===== config.mk =====
export PLATFORM = sky130hd
export DESIGN_NAME = rec_logger
export DESIGN_NICKNAME = d
export VERILOG_FILES = /design/src/rtl/rec_logger_pkg.sv /design/src/rtl/rec_logger_ctrl.sv /design/src/rtl/rec_logger_dp.sv /design/src/rtl/rec_logger.sv
export SDC_FILE = /design/constraint.sdc
export NUM_CORES = 1
export LEC_CHECK = 0
export BUFFER_PORTS_ARGS = -buffer_cell sky130_fd_sc_hd__buf_2
export CORE_AREA = 2 2 410 412
export DETAILED_ROUTE_END_ITERATION = 8
export DIE_AREA = 0 0 412 414
export GPL_TIMING_DRIVEN = 0
export SETUP_SLACK_MARGIN = 0.15
export SLEW_MARGIN = 20
export SYNTH_ARGS = -nofsm -noshare
export SYNTH_HDL_FRONTEND = slang
export SYNTH_SLANG_ARGS = --single-unit

===== constraint.sdc =====
create_clock -name clk -period 6.4 [get_ports clk]
set_input_delay 1.28 -clock clk [delete_from_list [all_inputs] [get_ports clk]]
set_output_delay 1.28 -clock clk [all_outputs]
set_load 0.01 [all_outputs]

===== src/rtl/rec_logger_pkg.sv =====
package rec_logger_pkg;

  typedef enum logic [1:0] {
    ST_IDLE = 2'd0,
    ST_LOG  = 2'd1,
    ST_FULL = 2'd2,
    ST_TRIG = 2'd3
  } logState_t;

  typedef struct packed {
    logic startSess;
    logic capture;
    logic overrunSet;
  } dpCtrl_t;

endpackage


===== src/rtl/rec_logger_ctrl.sv =====
module rec_logger_ctrl
  import rec_logger_pkg::*;
#(
  parameter int CNT_W = 32
) (
  input  logic             clk,
  input  logic             rstN,
  input  logic             runEn,
  input  logic             logEn,
  input  logic             samplePulse,
  input  logic             endTrig,
  input  logic             cfgRing,
  input  logic             cfgTrigEn,
  input  logic [CNT_W-1:0] postTrig,
  input  logic             lastSlot,
  input  logic             busy,
  output dpCtrl_t          ctrl,
  output logState_t        state
);

  logic             logEnPrev;
  logic             trigArmed;
  logic [CNT_W-1:0] remain;
  logic             startEdge;
  logic             eligible;
  logic             trigHit;
  logic             zeroStop;
  logic             lastPost;

  assign startEdge = logEn & ~logEnPrev;
  assign eligible  = (state == ST_LOG) & logEn & runEn & samplePulse;
  assign trigHit   = (state == ST_LOG) & logEn & cfgRing & cfgTrigEn & endTrig & ~trigArmed;
  assign zeroStop  = trigHit & (postTrig == '0);
  assign lastPost  = trigArmed & (remain == CNT_W'(1));

  always_comb begin
    ctrl            = '0;
    ctrl.startSess  = startEdge;
    ctrl.capture    = eligible & ~busy & ~zeroStop;
    ctrl.overrunSet = eligible & busy & ~zeroStop;
  end

  always_ff @(posedge clk) begin
    if (!rstN) begin
      logEnPrev <= 1'b0;
    end else begin
      logEnPrev <= logEn;
    end
  end

  // post-trigger countdown
  always_ff @(posedge clk) begin
    if (!rstN) begin
      trigArmed <= 1'b0;
      remain    <= '0;
    end else if (startEdge || !logEn) begin
      trigArmed <= 1'b0;
      remain    <= '0;
    end else if (trigHit) begin
      trigArmed <= 1'b1;
      remain    <= postTrig;
    end else if (ctrl.capture && trigArmed && remain != '0) begin
      remain <= remain - 1'b1;
    end
  end

  always_ff @(posedge clk) begin
    if (!rstN) begin
      state <= ST_IDLE;
    end else if (!logEn) begin
      state <= ST_IDLE;
    end else if (startEdge) begin
      state <= ST_LOG;
    end else if (state == ST_LOG) begin
      if (zeroStop) begin
        state <= ST_TRIG;
      end else if (ctrl.capture && lastPost) begin
        state <= ST_TRIG;
      end else if (ctrl.capture && lastSlot && !cfgRing) begin
        state <= ST_FULL;
      end
    end
  end

endmodule


===== src/rtl/rec_logger_dp.sv =====
module rec_logger_dp
  import rec_logger_pkg::*;
#(
  parameter int TS_W   = 80,
  parameter int DATA_W = 432,
  parameter int ADDR_W = 16,
  parameter int CNT_W  = 32
) (
  input  logic                   clk,
  input  logic                   rstN,
  input  dpCtrl_t                ctrl,
  input  logic [DATA_W-1:0]      userData,
  input  logic [ADDR_W-1:0]      bufSize,
  input  logic                   memReady,
  output logic                   memReq,
  output logic [ADDR_W-1:0]      memAddr,
  output logic [TS_W+DATA_W-1:0] memData,
  output logic                   lastSlot,
  output logic                   busy,
  output logic [CNT_W-1:0]       sampleCnt,
  output logic                   overrun
);

  localparam int REC_W = TS_W + DATA_W;

  logic [TS_W-1:0]   tsCnt;
  logic [ADDR_W-1:0] recAddr;

  assign lastSlot = (recAddr == bufSize - 1'b1);
  assign busy     = memReq & ~memReady;

  always_ff @(posedge clk) begin
    if (!rstN) tsCnt <= '0;
    else       tsCnt <= tsCnt + 1'b1;
  end

  always_ff @(posedge clk) begin
    if (!rstN || ctrl.startSess) begin
      recAddr <= '0;
    end else if (ctrl.capture) begin
      recAddr <= lastSlot ? '0 : recAddr + 1'b1;
    end
  end

  // request register held until accepted
  always_ff @(posedge clk) begin
    if (!rstN) begin
      memReq  <= 1'b0;
      memAddr <= '0;
      memData <= '0;
    end else if (ctrl.capture) begin
      memReq  <= 1'b1;
      memAddr <= recAddr;
      memData <= REC_W'({tsCnt, userData});
    end else if (memReady) begin
      memReq <= 1'b0;
    end
  end

  always_ff @(posedge clk) begin
    if (!rstN || ctrl.startSess) begin
      sampleCnt <= '0;
    end else if (ctrl.capture) begin
      sampleCnt <= sampleCnt + 1'b1;
    end
  end

  always_ff @(posedge clk) begin
    if (!rstN || ctrl.startSess) begin
      overrun <= 1'b0;
    end else if (ctrl.overrunSet) begin
      overrun <= 1'b1;
    end
  end

endmodule


===== src/rtl/rec_logger.sv =====
module rec_logger
  import rec_logger_pkg::*;
#(
  parameter int TS_W   = 80,
  parameter int DATA_W = 432,
  parameter int ADDR_W = 16,
  parameter int CNT_W  = 32
) (
  input  logic                   clk,
  input  logic                   rstN,
  input  logic                   runEn,
  input  logic                   logEn,
  input  logic                   samplePulse,
  input  logic                   endTrig,
  input  logic                   cfgRing,
  input  logic                   cfgTrigEn,
  input  logic [ADDR_W-1:0]      bufSize,
  input  logic [CNT_W/2-1:0]     postTrigLo,
  input  logic [CNT_W/2-1:0]     postTrigHi,
  input  logic [DATA_W-1:0]      userData,
  output logic                   memReq,
  output logic [ADDR_W-1:0]      memAddr,
  output logic [TS_W+DATA_W-1:0] memData,
  input  logic                   memReady,
  output logic [1:0]             status,
  output logic [CNT_W/2-1:0]     sampleCntLo,
  output logic [CNT_W/2-1:0]     sampleCntHi,
  output logic                   overrun
);

  localparam int HALF = CNT_W / 2;

  dpCtrl_t          ctrl;
  logState_t        state;
  logic             lastSlot;
  logic             busy;
  logic [CNT_W-1:0] sampleCnt;

  rec_logger_ctrl #(.CNT_W(CNT_W)) uCtrl (
    .clk        (clk),
    .rstN       (rstN),
    .runEn      (runEn),
    .logEn      (logEn),
    .samplePulse(samplePulse),
    .endTrig    (endTrig),
    .cfgRing    (cfgRing),
    .cfgTrigEn  (cfgTrigEn),
    .postTrig   ({postTrigHi, postTrigLo}),
    .lastSlot   (lastSlot),
    .busy       (busy),
    .ctrl       (ctrl),
    .state      (state)
  );

  rec_logger_dp #(
    .TS_W(TS_W), .DATA_W(DATA_W), .ADDR_W(ADDR_W), .CNT_W(CNT_W)
  ) uDp (
    .clk      (clk),
    .rstN     (rstN),
    .ctrl     (ctrl),
    .userData (userData),
    .bufSize  (bufSize),
    .memReady (memReady),
    .memReq   (memReq),
    .memAddr  (memAddr),
    .memData  (memData),
    .lastSlot (lastSlot),
    .busy     (busy),
    .sampleCnt(sampleCnt),
    .overrun  (overrun)
  );

  assign status      = state;
  assign sampleCntLo = sampleCnt[HALF-1:0];
  assign sampleCntHi = sampleCnt[CNT_W-1:HALF];

endmodule


==> parameters.txt, run 1 <==
Parameter                              Value

Status
  Result of the run ... finished clean

Yosys
  Synthesized instance count ... 3345
  Most common flop cell mapped by yosys ... sky130_fd_sc_hd__dfxtp_1
  Count of flip-flops with a built-in enable after synthesis ... 0
  Sequential area share after synthesis ... 52.2%
  Net count after synthesis ... 3840
  Top cell type by total area after synthesis ... sky130_fd_sc_hd__dfxtp_1
  Main area contributors after synthesis ... sky130_fd_sc_hd__dfxtp_1 (52%), sky130_fd_sc_hd__nand2_1 (16%), sky130_fd_sc_hd__a21oi_1 (11%)
  Synthesized flop and latch total ... 694
  Average instance area after synthesis ... 7.96 sq um
  Combined area of all synthesized cells ... 26600 sq um
  Share of synthesized registers carrying an async set or reset ... 0%
  Post-synth top area share ... 52.2%
  Count of different cell masters after synthesis ... between 60 and 70
  Number of synthesis warnings ... 0

Routing
  Number of vias per cell ... 4.31
  Max layer used ... met5
  Met2 wire length ... 67.0 mm
  Violation count after the first detailed-routing iteration ... 2385
  Wire length on met1 ... 58.5 mm
  Detailed-routed wire length on met3 ... 17.6 mm
  Total routed wirelength ... around 150 mm
  Remaining antenna violation count after routing ... 0
  DRC violations left ... 0
  1st-pass router iterations ... 6
  Post-DR wirelength/cell ... 22.2 um
  Total number of vias ... 29100

Finish
  Commonest non-fill, non-tap cells in the layout ... sky130_fd_sc_hd__nand2_1 (1137), sky130_fd_sc_hd__buf_2 (1076), sky130_fd_sc_hd__dfxtp_1 (694)
  Post-route cell area ... 37500 sq um
  Nets ... 4974
  Layout cells sized above 1 ... 27.5%
  Most common cell after layout, fill and taps aside ... sky130_fd_sc_hd__nand2_1
  Area added between synthesis and finish ... 40.7%

Floorplan
  Vert. Die Dim ... 414 um
  Std-Cell Core Area ... between 150000 and 200000 sq um
  Overall die area ... 171000 sq um
  Num rows ... 150
  Horizontal die dimension ... 412 um
  Initial Util ... 16.0%
  Count of boundary I/O pins ... 1053

Setup path
  Setup Crit Path Kind ... in2reg
  Worst endpoint required time ... between 6 and 7 ns
  Worst reg-to-reg path cell count ... 9
  Critical path endpoint category ... flop
  Type of element launching the critical path ... input port
  Critical-path maximum fanout ... 11
  Register-to-register path setup slack ... 1.75 ns
  Arrival time at the worst endpoint ... 5.51 ns
  Critical R2R Launch ... uCtrl.state[1]
  Worst flop-to-flop path endpoint ... uDp.memData[368]

Min path
  Class of the most critical hold timing path ... reg2reg
  Hold path endpoint ... uDp.memData[222]
  Min-Delay Path Depth ... 2
  Hold path startpoint ... uDp.memData[222]

CTS
  Latest clock arrival within the worst-skew pair ... 0.71 ns
  Number of sinks on the clock net ... just under 700
  Total of cells resized after clock tree synthesis ... 0
  Number of setup buffers added after CTS ... 0
  H-tree level count ... 3
  # hold bufs at CTS ... 0
  CTS tree ... built
  Clock Pin Slew Worst Setup and Hold Paths ... ~0.06 ns
  Number of buffers inserted during clock tree synthesis ... 80
  Root Buffer Master ... sky130_fd_sc_hd__clkbuf_16
  Maximum clock insertion buffer count ... 3

Global routing
  Overall overflow remaining after global route ... 0
  Largest net degree at the start of global routing ... 14
  Number of global-route vias before repair ... 27300
  First-pass GRT wire length ... ~200 mm
  Initial antenna violation count ... 43
  Overall track demand over capacity in global routing ... 16.7%

STA
  Clock Skew ... 0.0374 ns
  Final-report hold violation count ... 0
  Achievable clock frequency ... 0.203 GHz
  Hold Worst Slack ... roughly 0.45 ns
  RSZ-0062 raised after global routing ... false
  Pins over their slew limit ... 0
  Slew at the pin closest to its max-slew limit ... 1.06 ns
  Normalized max-slew margin ... 28.5%
  Final worst-path cycle share ... 77.0%
  Final setup violation count ... 0
  Final min period ... 4.93 ns

Power
  Worst VDD drop ... 183 uV
  Logic gate share of total power ... 5.2%
  Cell Int Power ... 0.00734 W
  Switching power share of the total ... 24.6%
  Power Density ... 260 nW/um^2
  Sequential fraction of design power ... 44.9%
  Cell leakage power ... 14.7 nW
  Clock Power Share ... 49.9%
  Overall power after layout ... around 0.01 W
  P_sw ... 0.00239 W

Place
  Half-perimeter wire length of the detailed placement result ... 123 mm
  Placed inst area ... 34700 sq um
  Count of buffers inserted at the top-level ports ... 1051
  Final weighted congestion in routability-driven placement ... 0.974

Run
  Maximum Capacitance Violations ... 0
-- area by class of cell --
cell class,count,area [sq um]
Tap cell,2204,2760
Sequential cell,694,13900
Inverter,24,90.1
Clock buffer,103,2240
Timing Repair Buffer,1052,5290
Antenna cell,20,50.0
Multi-Input combinational cell,2394,11700
Clock inverter,40,487
Buffer,233,936
Fill cell,18600,129000
-- how the worst max path moves through the flow --
stage	from	end	slack, ns	depth (start not counted)
6_report	logEn	uDp.memData[368]	1.47	10
5_1_grt	logEn	uDp.memData[366]	1.31	10
4_1_cts	logEn	uDp.memData[368]	1.35	10
3_5_place_dp	logEn	uDp.memData[365]	0.59	10
3_3_place_gp	logEn	uDp.memData[7]	-0.56	9
2_1_floorplan	bufSize[0]	uDp.recAddr[14]	2.88	10
-- cells by family (layout without fill, tap and decap cells) --
kind of cell    Yosys count  count (layout)  synth area share [%]
simple gates           1532            1532                  24.9
compound gates          764             764                  15.7
flops                   694             694                  52.2
buf+inv                 257            1452                  3.81
xor+xnor                 88              88                  2.90
fa+ha+maj                 6               6                 0.282
mux                       4               4                 0.150
other cells               0              20                     0
-- sequential cells by signal (all words and copies together), names as in the netlist --
name and count:
uCtrl.logEnPrev 1, uCtrl.remain 32, uCtrl.state 2, uCtrl.trigArmed 1
uDp.memAddr 16, uDp.memData 512, uDp.memReq 1, uDp.overrun 1
uDp.recAddr 16, uDp.sampleCnt 32, uDp.tsCnt 80
-- synth_stat cells, types with 26 or more instances --
cell and instances:
sky130_fd_sc_hd__nand2_1 1137, sky130_fd_sc_hd__o31ai_1 26, sky130_fd_sc_hd__or4_1 38, sky130_fd_sc_hd__clkbuf_1 194, sky130_fd_sc_hd__dfxtp_1 694, sky130_fd_sc_hd__nand4_1 38
sky130_fd_sc_hd__o21ai_0 37, sky130_fd_sc_hd__xor2_1 38, sky130_fd_sc_hd__nor2_1 69, sky130_fd_sc_hd__nor4_1 29, sky130_fd_sc_hd__a21oi_1 603, sky130_fd_sc_hd__nand3_1 56
sky130_fd_sc_hd__xnor2_1 50, sky130_fd_sc_hd__or3_1 45
-- routing by layer --
metal	global-route usage [%]	vias to the layer above
li1	-	13600
met1	19.0	13900
met2	26.7	1344
met3	7.63	287
met4	7.57	18
met5	0	-
-- worst max-delay path, cell delays in order --
cell and delay [ns]:
sky130_fd_sc_hd__buf_2 0.10, sky130_fd_sc_hd__nand3b_1 0.22, sky130_fd_sc_hd__nor3_1 0.67, sky130_fd_sc_hd__nand4_1 0.56
sky130_fd_sc_hd__nand2_1 0.44, sky130_fd_sc_hd__buf_2 0.60, sky130_fd_sc_hd__buf_2 0.69, sky130_fd_sc_hd__buf_1 0.62
sky130_fd_sc_hd__nand2_1 0.11, sky130_fd_sc_hd__a21oi_1 0.17
-- metrics by stage --
step                      TNS (ns)  cells  setup WS, ns  util, %
after global placement       -2.74   6600        -0.562     20.8
after detailed placement         0   6601         0.586     20.9
after CTS                        0   6744          1.35     22.5
after global routing             0   6753          1.31     22.5
after floorplan                  0   3345          2.88        -
final                            0   6764          1.47     22.5
-- power by group through the flow --
| stage | registers, W | clock network (W) | logic (W) |
|---|---|---|---|
| 3_5_place_dp | 0.00447 | 0 | 0.000501 |
| 5_1_grt | 0.00437 | 0.00513 | 0.000538 |
| 4_1_cts | 0.00437 | 0.00499 | 0.000503 |
| 2_1_floorplan | 0.00448 | 0 | 0.000146 |
| 6_report | 0.00437 | 0.00485 | 0.000502 |
| 3_3_place_gp | 0.00447 | 0 | 0.000497 |
No activity file was read; power rests on OpenSTA's default activity.
==> inputs of run 2 (changes only) <==
- clock period: 6.4 -> 4 ns (I/O delays scaled with it)
==> run 2 against run 1 <==
Global-route usage barely moved. Largest power group unchanged. Total power rose by 60%. Highest routed layer unchanged. Clock skew barely moved.
==> parameters.txt, run 2 (same netlist as run 1, synthesis figures left out) <==
Parameter                              Value

CTS
  Latest clock arrival within the worst-skew pair ... 0.70 ns (was 0.71 ns)
  Root Buffer Master ... sky130_fd_sc_hd__clkbuf_16 (unchanged)
  H-tree level count ... 3 (unchanged)
  Maximum clock insertion buffer count ... 3 (unchanged)
  Clock Pin Slew Worst Setup and Hold Paths ... 0.07 ns (was 0.06 ns)
  # hold bufs at CTS ... 0 (unchanged)
  CTS tree ... built (unchanged)
  Number of buffers inserted during clock tree synthesis ... 80 (unchanged)
  Number of sinks on the clock net ... 694 (unchanged)

Global routing
  Overall track demand over capacity in global routing ... 16.7% (about the same)
  Largest net degree at the start of global routing ... 14 (unchanged)
  Number of global-route vias before repair ... 27300 (about the same)
  Initial antenna violation count ... 41 (was 43)
  First-pass GRT wire length ... 203 mm (about the same)
  Overall overflow remaining after global route ... 0 (unchanged)

Setup path
  Crit path max-delay cell type ... sky130_fd_sc_hd__buf_1 (was sky130_fd_sc_hd__buf_2)
  Buffers & Inverters on Critical Path ... 4 (unchanged)
  Type of element launching the critical path ... flop (was input port)
  Setup Crit Path Kind ... reg2reg (was in2reg)
  Critical path endpoint category ... flop (unchanged)
  Crit path cell chain ... nand3b_1, or3_1, clkbuf_1, nor2_4, buf_12, clkbuf_2, buf_1, nand2_1, a21oi_1 (was buf_2, nand3b_1, nor3_1, nand4_1, nand2_1, buf_2, buf_2, buf_1, nand2_1, a21oi_1)
  Worst endpoint required time ... 4.59 ns (was 6.99 ns)
  Critical-path maximum fanout ... 10 (was 11)
  Arrival time at the worst endpoint ... 4.33 ns (was 5.51 ns)
  Longest individual stage delay on the worst path ... 0.65 ns (was 0.69 ns)
  Cell family contributing the most delay on the critical path ... buffers and inverters (unchanged)

Finish
  Commonest non-fill, non-tap cells in the layout ... sky130_fd_sc_hd__nand2_1 (1137), sky130_fd_sc_hd__buf_2 (1077), sky130_fd_sc_hd__dfxtp_1 (694) (was sky130_fd_sc_hd__nand2_1 (1137), sky130_fd_sc_hd__buf_2 (1076), sky130_fd_sc_hd__dfxtp_1 (694))
  Nets ... 4977 (was 4974)
  Most common cell after layout, fill and taps aside ... sky130_fd_sc_hd__nand2_1 (unchanged)
  Registers with the most flip-flops ... uDp.memData x512, uDp.tsCnt x80 (unchanged)
  Fillcell total ... 18600 (about the same)
  Final design utilization ... 22.6% (was 22.5%)
  Post-route cell area ... 37500 sq um (about the same)
  Max reg flops ... 512 (unchanged)
  Top reg by flops ... uDp.memData (unchanged)
  Area added between synthesis and finish ... 41.0% (was 40.7%)
  Layout cells sized above 1 ... 27.8% (was 27.5%)

Routing
  Total number of vias ... 29200 (was 29100)
  Post-DR wirelength/cell ... 22.2 um (about the same)
  Max layer used ... met5 (unchanged)
  Violation count after the first detailed-routing iteration ... 2304 (was 2385)
  Detailed-routed wire length on met3 ... 18.0 mm (was 17.6 mm)
  Number of vias per cell ... 4.31 (about the same)
  Wire length on met1 ... 58.1 mm (was 58.5 mm)
  Met2 wire length ... 67.1 mm (was 67.0 mm)
  Remaining antenna violation count after routing ... 0 (unchanged)
  1st-pass router iterations ... 5 (was 6)
  DRC violations left ... 0 (unchanged)
  Total routed wirelength ... 151 mm (was 150 mm)

Floorplan
  Num rows ... 150 (unchanged)
  Vert. Die Dim ... 414 um (unchanged)
  Horizontal die dimension ... 412 um (unchanged)
  Count of boundary I/O pins ... 1053 (unchanged)
  Initial Util ... 16.0% (unchanged)
  Std-Cell Core Area ... 166000 sq um (unchanged)
  Overall die area ... 171000 sq um (unchanged)

STA
  Final setup violation count ... 0 (unchanged)
  RSZ-0062 raised after global routing ... true (was false)
  Clock Skew ... 0.0374 ns (about the same)
  Final min period ... 3.74 ns
  Pins over their slew limit ... 0 (unchanged)
  Normalized max-slew margin ... 27.2% (was 28.5%)
  Final-report hold violation count ... 0 (unchanged)
  Final worst-path cycle share ... 93.5%
  Slew at the pin closest to its max-slew limit ... 1.08 ns (was 1.06 ns)
  Achievable clock frequency ... 0.267 GHz
  TNS Setup ... 0 ns (unchanged)

Power
  Cell leakage power ... 14.7 nW (about the same)
  Power Density ... 415 nW/um^2 (was 260 nW/um^2)
  Worst VDD drop ... 291 uV (was 183 uV)

Place
  Placed inst area ... 34700 sq um (unchanged)
  Half-perimeter wire length of the detailed placement result ... 123 mm (unchanged)
  Final weighted congestion in routability-driven placement ... 0.974 (unchanged)
  Count of buffers inserted at the top-level ports ... 1051 (unchanged)

Run
  Maximum Capacitance Violations ... 0 (unchanged)

Status
  Result of the run ... finished clean (unchanged)

Min path
  Class of the most critical hold timing path ... in2reg (was reg2reg)
==> run 2: cell count changes in the layout (fill, tap and decap cells not counted), sizes merged <==
| cell | delta |
|---|---|
| clkdlybuf4s15 | +1 |
| clkbuf | -4 |
| diode | +5 |
| buf | +6 |
==> run 2: final timing paths <==
path / from / slack, ns / depth (start not counted) / endpoint
worst max-delay path: uCtrl.state[1] / 0.26 / 9 / uDp.memAddr[12]
worst min-delay path: userData[358] / 0.34 / 3 / uDp.memData[358]
worst max register to register: uCtrl.state[1] / 0.26 / 9 / uDp.memAddr[12]
worst min register to register: uDp.memData[222] / 0.45 / 2 / uDp.memData[222]
==> run 2: repair_timing <==
item,4_1_cts,5_1_grt
setup buffers,2,1
pin swaps,1,1
endpoints found under the setup margin,380,148
resized for setup,10,9
==> run 2: stage by stage <==
stage	power (W)	setup WS [ns]	instances	hold slack, ns
6_report	0.0156	0.260	6772	0.341
3_3_place_gp	0.00794	-2.48	6600	0.439
2_1_floorplan	0.00740	0.959	3345	0.438
4_1_cts	0.0158	0.154	6746	0.216
3_5_place_dp	0.00795	-1.33	6601	0.443
5_1_grt	0.0161	0.0936	6756	0.289
==> run 2: area by class of cell <==
cell class	instances	area (sq um)	area share (%)
diodes	25	62.6	0.167
plain buffers	233	957	2.55
clock buffers	103	2240	5.96
clock inverters	40	487	1.30
inverters	24	90.1	0.240
multi-input cells	2394	11700	31.2
flip-flops and latches	694	13900	37.0
well taps	2204	2760	7.35
repair buffers	1055	5320	14.2
==> run 2: report_power, final <==
part	switching [W]	internal [W]
clock network	0.00328	0.00450
registers	0.0000323	0.00696
logic	0.000516	0.000286
total	0.00382	0.0117
==> run 2: routing by layer <==
| layer | vias up | global-route usage, % |
|---|---|---|
| met5 | - | 0 |
| met4 | 18 | 7.53 |
| met3 | 283 | 7.62 |
| met2 | 1339 | 26.7 |
| met1 | 14000 | 19.0 |
| li1 | 13600 | - |
==> run 2: worst register-to-register path, cell delays in order, from the launching register on <==
cell	delay (ns)
sky130_fd_sc_hd__dfxtp_1	0.34
sky130_fd_sc_hd__nand3b_1	0.32
sky130_fd_sc_hd__or3_1	0.58
sky130_fd_sc_hd__clkbuf_1	0.32
sky130_fd_sc_hd__nor2_4	0.20
sky130_fd_sc_hd__buf_12	0.14
sky130_fd_sc_hd__clkbuf_2	0.49
sky130_fd_sc_hd__buf_1	0.67
sky130_fd_sc_hd__nand2_1	0.40
sky130_fd_sc_hd__a21oi_1	0.20
==> inputs of run 3 (changes only) <==
- CTS_BUF_LIST: not set -> sky130_fd_sc_hd__clkbuf_16
==> run 3 against run 2 <==
Critical path depth unchanged. Utilization decreased by 0.085 points. Sequential power barely moved. Fmax fell by 1.4%. Sequential cell count stayed put.
==> parameters.txt, run 3 (same netlist as run 1, synthesis figures left out) <==
Parameter                              Value

STA
  Normalized max-slew margin ... 26.9% (was 27.2%)
  RSZ-0062 raised after global routing ... true (unchanged)
  Final worst-path cycle share ... 94.9% (was 93.5%)
  Final-report hold violation count ... 0 (unchanged)
  Final min period ... 3.79 ns (was 3.74 ns)
  Clock Skew ... 0.0371 ns (was 0.0374 ns)
  Slew at the pin closest to its max-slew limit ... 1.09 ns (was 1.08 ns)
  Pins over their slew limit ... 0 (unchanged)
  Final setup violation count ... 0 (unchanged)
  Achievable clock frequency ... 0.264 GHz (was 0.267 GHz)

Setup path
  Longest individual stage delay on the worst path ... 0.66 ns (was 0.65 ns)
  Arrival time at the worst endpoint ... 4.39 ns (was 4.33 ns)
  Worst endpoint required time ... 4.59 ns (about the same)
  Buffers & Inverters on Critical Path ... 4 (unchanged)
  Stages on worst setup path ... 9 (unchanged)
  Critical path endpoint category ... flop (unchanged)
  Worst reg-to-reg path cell count ... 9 (unchanged)
  Crit path cell chain ... nand3b_1, or3_1, clkbuf_1, nor2_4, buf_12, clkbuf_2, buf_1, nand2_1, a21oi_1 (unchanged)
  Critical R2R Launch ... uCtrl.state[1] (unchanged)
  Setup Crit Path Kind ... reg2reg (unchanged)
  Cell family contributing the most delay on the critical path ... buffers and inverters (unchanged)
  Type of element launching the critical path ... flop (unchanged)
  Timing startpoint of the critical path ... uCtrl.state[1] (unchanged)
  Critical-path maximum fanout ... 10 (unchanged)
  Crit path max-delay cell type ... sky130_fd_sc_hd__buf_1 (unchanged)

Finish
  Registers with the most flip-flops ... uDp.memData x512, uDp.tsCnt x80 (unchanged)
  Nets ... 4977 (unchanged)
  Fillcell total ... 18600 (about the same)
  Commonest non-fill, non-tap cells in the layout ... sky130_fd_sc_hd__nand2_1 (1137), sky130_fd_sc_hd__buf_2 (1077), sky130_fd_sc_hd__dfxtp_1 (694) (unchanged)
  Final design utilization ... 22.5% (was 22.6%)
  Area of combinational cells with multiple inputs ... 11700 sq um (unchanged)
  Top reg by flops ... uDp.memData (unchanged)
  Area added between synthesis and finish ... 40.5% (was 41.0%)
  Most common cell after layout, fill and taps aside ... sky130_fd_sc_hd__nand2_1 (unchanged)
  Layout cells sized above 1 ... 27.4% (was 27.8%)
  Sequential cell area ... 13900 sq um (unchanged)
  Max reg flops ... 512 (unchanged)

Power
  Switching power share of the total ... 25.1% (was 24.6%)
  P_sw ... 0.00382 W (about the same)
  Power Density ... 408 nW/um^2 (was 415 nW/um^2)
  Clock Power Share ... 48.9% (was 49.9%)
  Logic gate share of total power ... 5.3% (was 5.2%)
  Sequential fraction of design power ... 45.8% (was 44.9%)
  Cell leakage power ... 14.7 nW (about the same)
  Worst VDD drop ... 292 uV (was 291 uV)
  Cell Int Power ... 0.0114 W (was 0.0117 W)
  Overall power after layout ... 0.0153 W (was 0.0156 W)

Routing
  Post-DR wirelength/cell ... 22.2 um (about the same)
  Remaining antenna violation count after routing ... 0 (unchanged)
  Total routed wirelength ... 151 mm (about the same)
  1st-pass router iterations ... 5 (unchanged)
  DRC violations left ... 0 (unchanged)
  Violation count after the first detailed-routing iteration ... 2261 (was 2304)
  Total number of vias ... 29200 (about the same)
  Number of vias per cell ... 4.31 (about the same)

Global routing
  Overall track demand over capacity in global routing ... 16.7% (about the same)
  Initial antenna violation count ... 40 (was 41)
  Largest net degree at the start of global routing ... 14 (unchanged)
  Overall overflow remaining after global route ... 0 (unchanged)
  First-pass GRT wire length ... 203 mm (about the same)
  Number of global-route vias before repair ... 27300 (about the same)

Floorplan
  Overall die area ... 171000 sq um (unchanged)
  Count of boundary I/O pins ... 1053 (unchanged)
  Std-Cell Core Area ... 166000 sq um (unchanged)
  Horizontal die dimension ... 412 um (unchanged)
  Initial Util ... 16.0% (unchanged)
  Num rows ... 150 (unchanged)
  Vert. Die Dim ... 414 um (unchanged)

CTS
  # hold bufs at CTS ... 0 (unchanged)
  Root Buffer Master ... sky130_fd_sc_hd__clkbuf_16 (unchanged)
  Number of buffers inserted during clock tree synthesis ... 80 (unchanged)
  Maximum clock insertion buffer count ... 3 (unchanged)
  H-tree level count ... 3 (unchanged)
  CTS tree ... built (unchanged)
  Number of sinks on the clock net ... 694 (unchanged)
  Clock Pin Slew Worst Setup and Hold Paths ... 0.07 ns (about the same)
  Latest clock arrival within the worst-skew pair ... 0.71 ns (was 0.70 ns)

Min path
  Min-Delay Path Depth ... 3 (unchanged)
  Class of the most critical hold timing path ... in2reg (unchanged)
  Hold path startpoint ... userData[358] (unchanged)

Run
  Maximum Capacitance Violations ... 0 (unchanged)

Place
  Final weighted congestion in routability-driven placement ... 0.974 (unchanged)
  Count of buffers inserted at the top-level ports ... 1051 (unchanged)
  Half-perimeter wire length of the detailed placement result ... 123 mm (unchanged)

Status
  Result of the run ... finished clean (unchanged)
==> run 3: cell types whose count changed in the layout (fill, tap and decap cells not counted) <==
cell | before | now
sky130_fd_sc_hd__clkbuf_1 | 184 | 175
sky130_fd_sc_hd__clkbuf_2 | 14 | 15
sky130_fd_sc_hd__clkbuf_8 | 15 | 0
sky130_fd_sc_hd__clkinv_1 | 1 | 16
sky130_fd_sc_hd__diode_2 | 25 | 28
sky130_fd_sc_hd__inv_1 | 23 | 31
==> run 3: layout make-up <==
| class | count | area share [%] |
|---|---|---|
| well taps | 2204 | 7.38 |
| multi-input cells | 2394 | 31.3 |
| repair buffers | 1055 | 14.2 |
| plain buffers | 233 | 2.56 |
| diodes | 28 | 0.187 |
| flip-flops and latches | 694 | 37.2 |
| clock buffers | 80 | 5.35 |
| inverters | 24 | 0.241 |
| clock inverters | 63 | 1.53 |
==> run 3: through the flow <==
stage | instances | instance area (sq um) | setup TNS [ns] | hold slack, ns | worst slack [ns]
2_1_floorplan | 3345 | 26600 | 0 | 0.438 | 0.959
3_3_place_gp | 6600 | 34600 | -681.98 | 0.439 | -2.48
3_5_place_dp | 6601 | 34700 | -331.30 | 0.443 | -1.33
4_1_cts | 6746 | 37300 | 0 | 0.216 | 0.160
5_1_grt | 6755 | 37300 | 0 | 0.290 | 0.0917
6_report | 6775 | 37400 | 0 | 0.340 | 0.206
==> run 3: worst register-to-register path, cell delays in order (launching register included) <==
cell and delay (ns):
sky130_fd_sc_hd__dfxtp_1 0.33, sky130_fd_sc_hd__nand3b_1 0.32, sky130_fd_sc_hd__or3_1 0.58, sky130_fd_sc_hd__clkbuf_1 0.33
sky130_fd_sc_hd__nor2_4 0.20, sky130_fd_sc_hd__buf_12 0.14, sky130_fd_sc_hd__clkbuf_2 0.53, sky130_fd_sc_hd__buf_1 0.68
sky130_fd_sc_hd__nand2_1 0.39, sky130_fd_sc_hd__a21oi_1 0.20
==> run 3: power groups by stage <==
stage / registers, W / clock network (W) / logic, W
6_report: 0.00700 / 0.00746 / 0.000805
5_1_grt: 0.00700 / 0.00789 / 0.000861
3_5_place_dp: 0.00715 / 0 / 0.000801
3_3_place_gp: 0.00715 / 0 / 0.000795
4_1_cts: 0.00699 / 0.00766 / 0.000807
2_1_floorplan: 0.00717 / 0 / 0.000233
==> run 3: path summary, 6_finish.rpt <==
kind	endpoint	slack [ns]
max	uDp.memAddr[12]	0.21
min	uDp.memData[358]	0.34
max reg2reg	uDp.memAddr[12]	0.21
min reg2reg	uDp.memData[222]	0.45
==> run 3: what timing repair did <==
| action | 4_1_cts | 5_1_grt |
|---|---|---|
| gates cloned | 0 | 0 |
| pin swaps | 1 | 1 |
| gates resized for setup | 11 | 9 |
| setup endpoints to repair | 380 | 64 |
| buffers inserted | 2 | 1 |
==> run 3: per-layer routing <==
| layer | track usage (%) | up-vias | share of wire, % |
|---|---|---|---|
| li1 | - | 13600 | - |
| met1 | 19.0 | 13900 | 39 |
| met2 | 26.7 | 1385 | 45 |
| met3 | 7.72 | 270 | 12 |
| met4 | 7.57 | 18 | 4.6 |
| met5 | 0 | - | 0.082 |
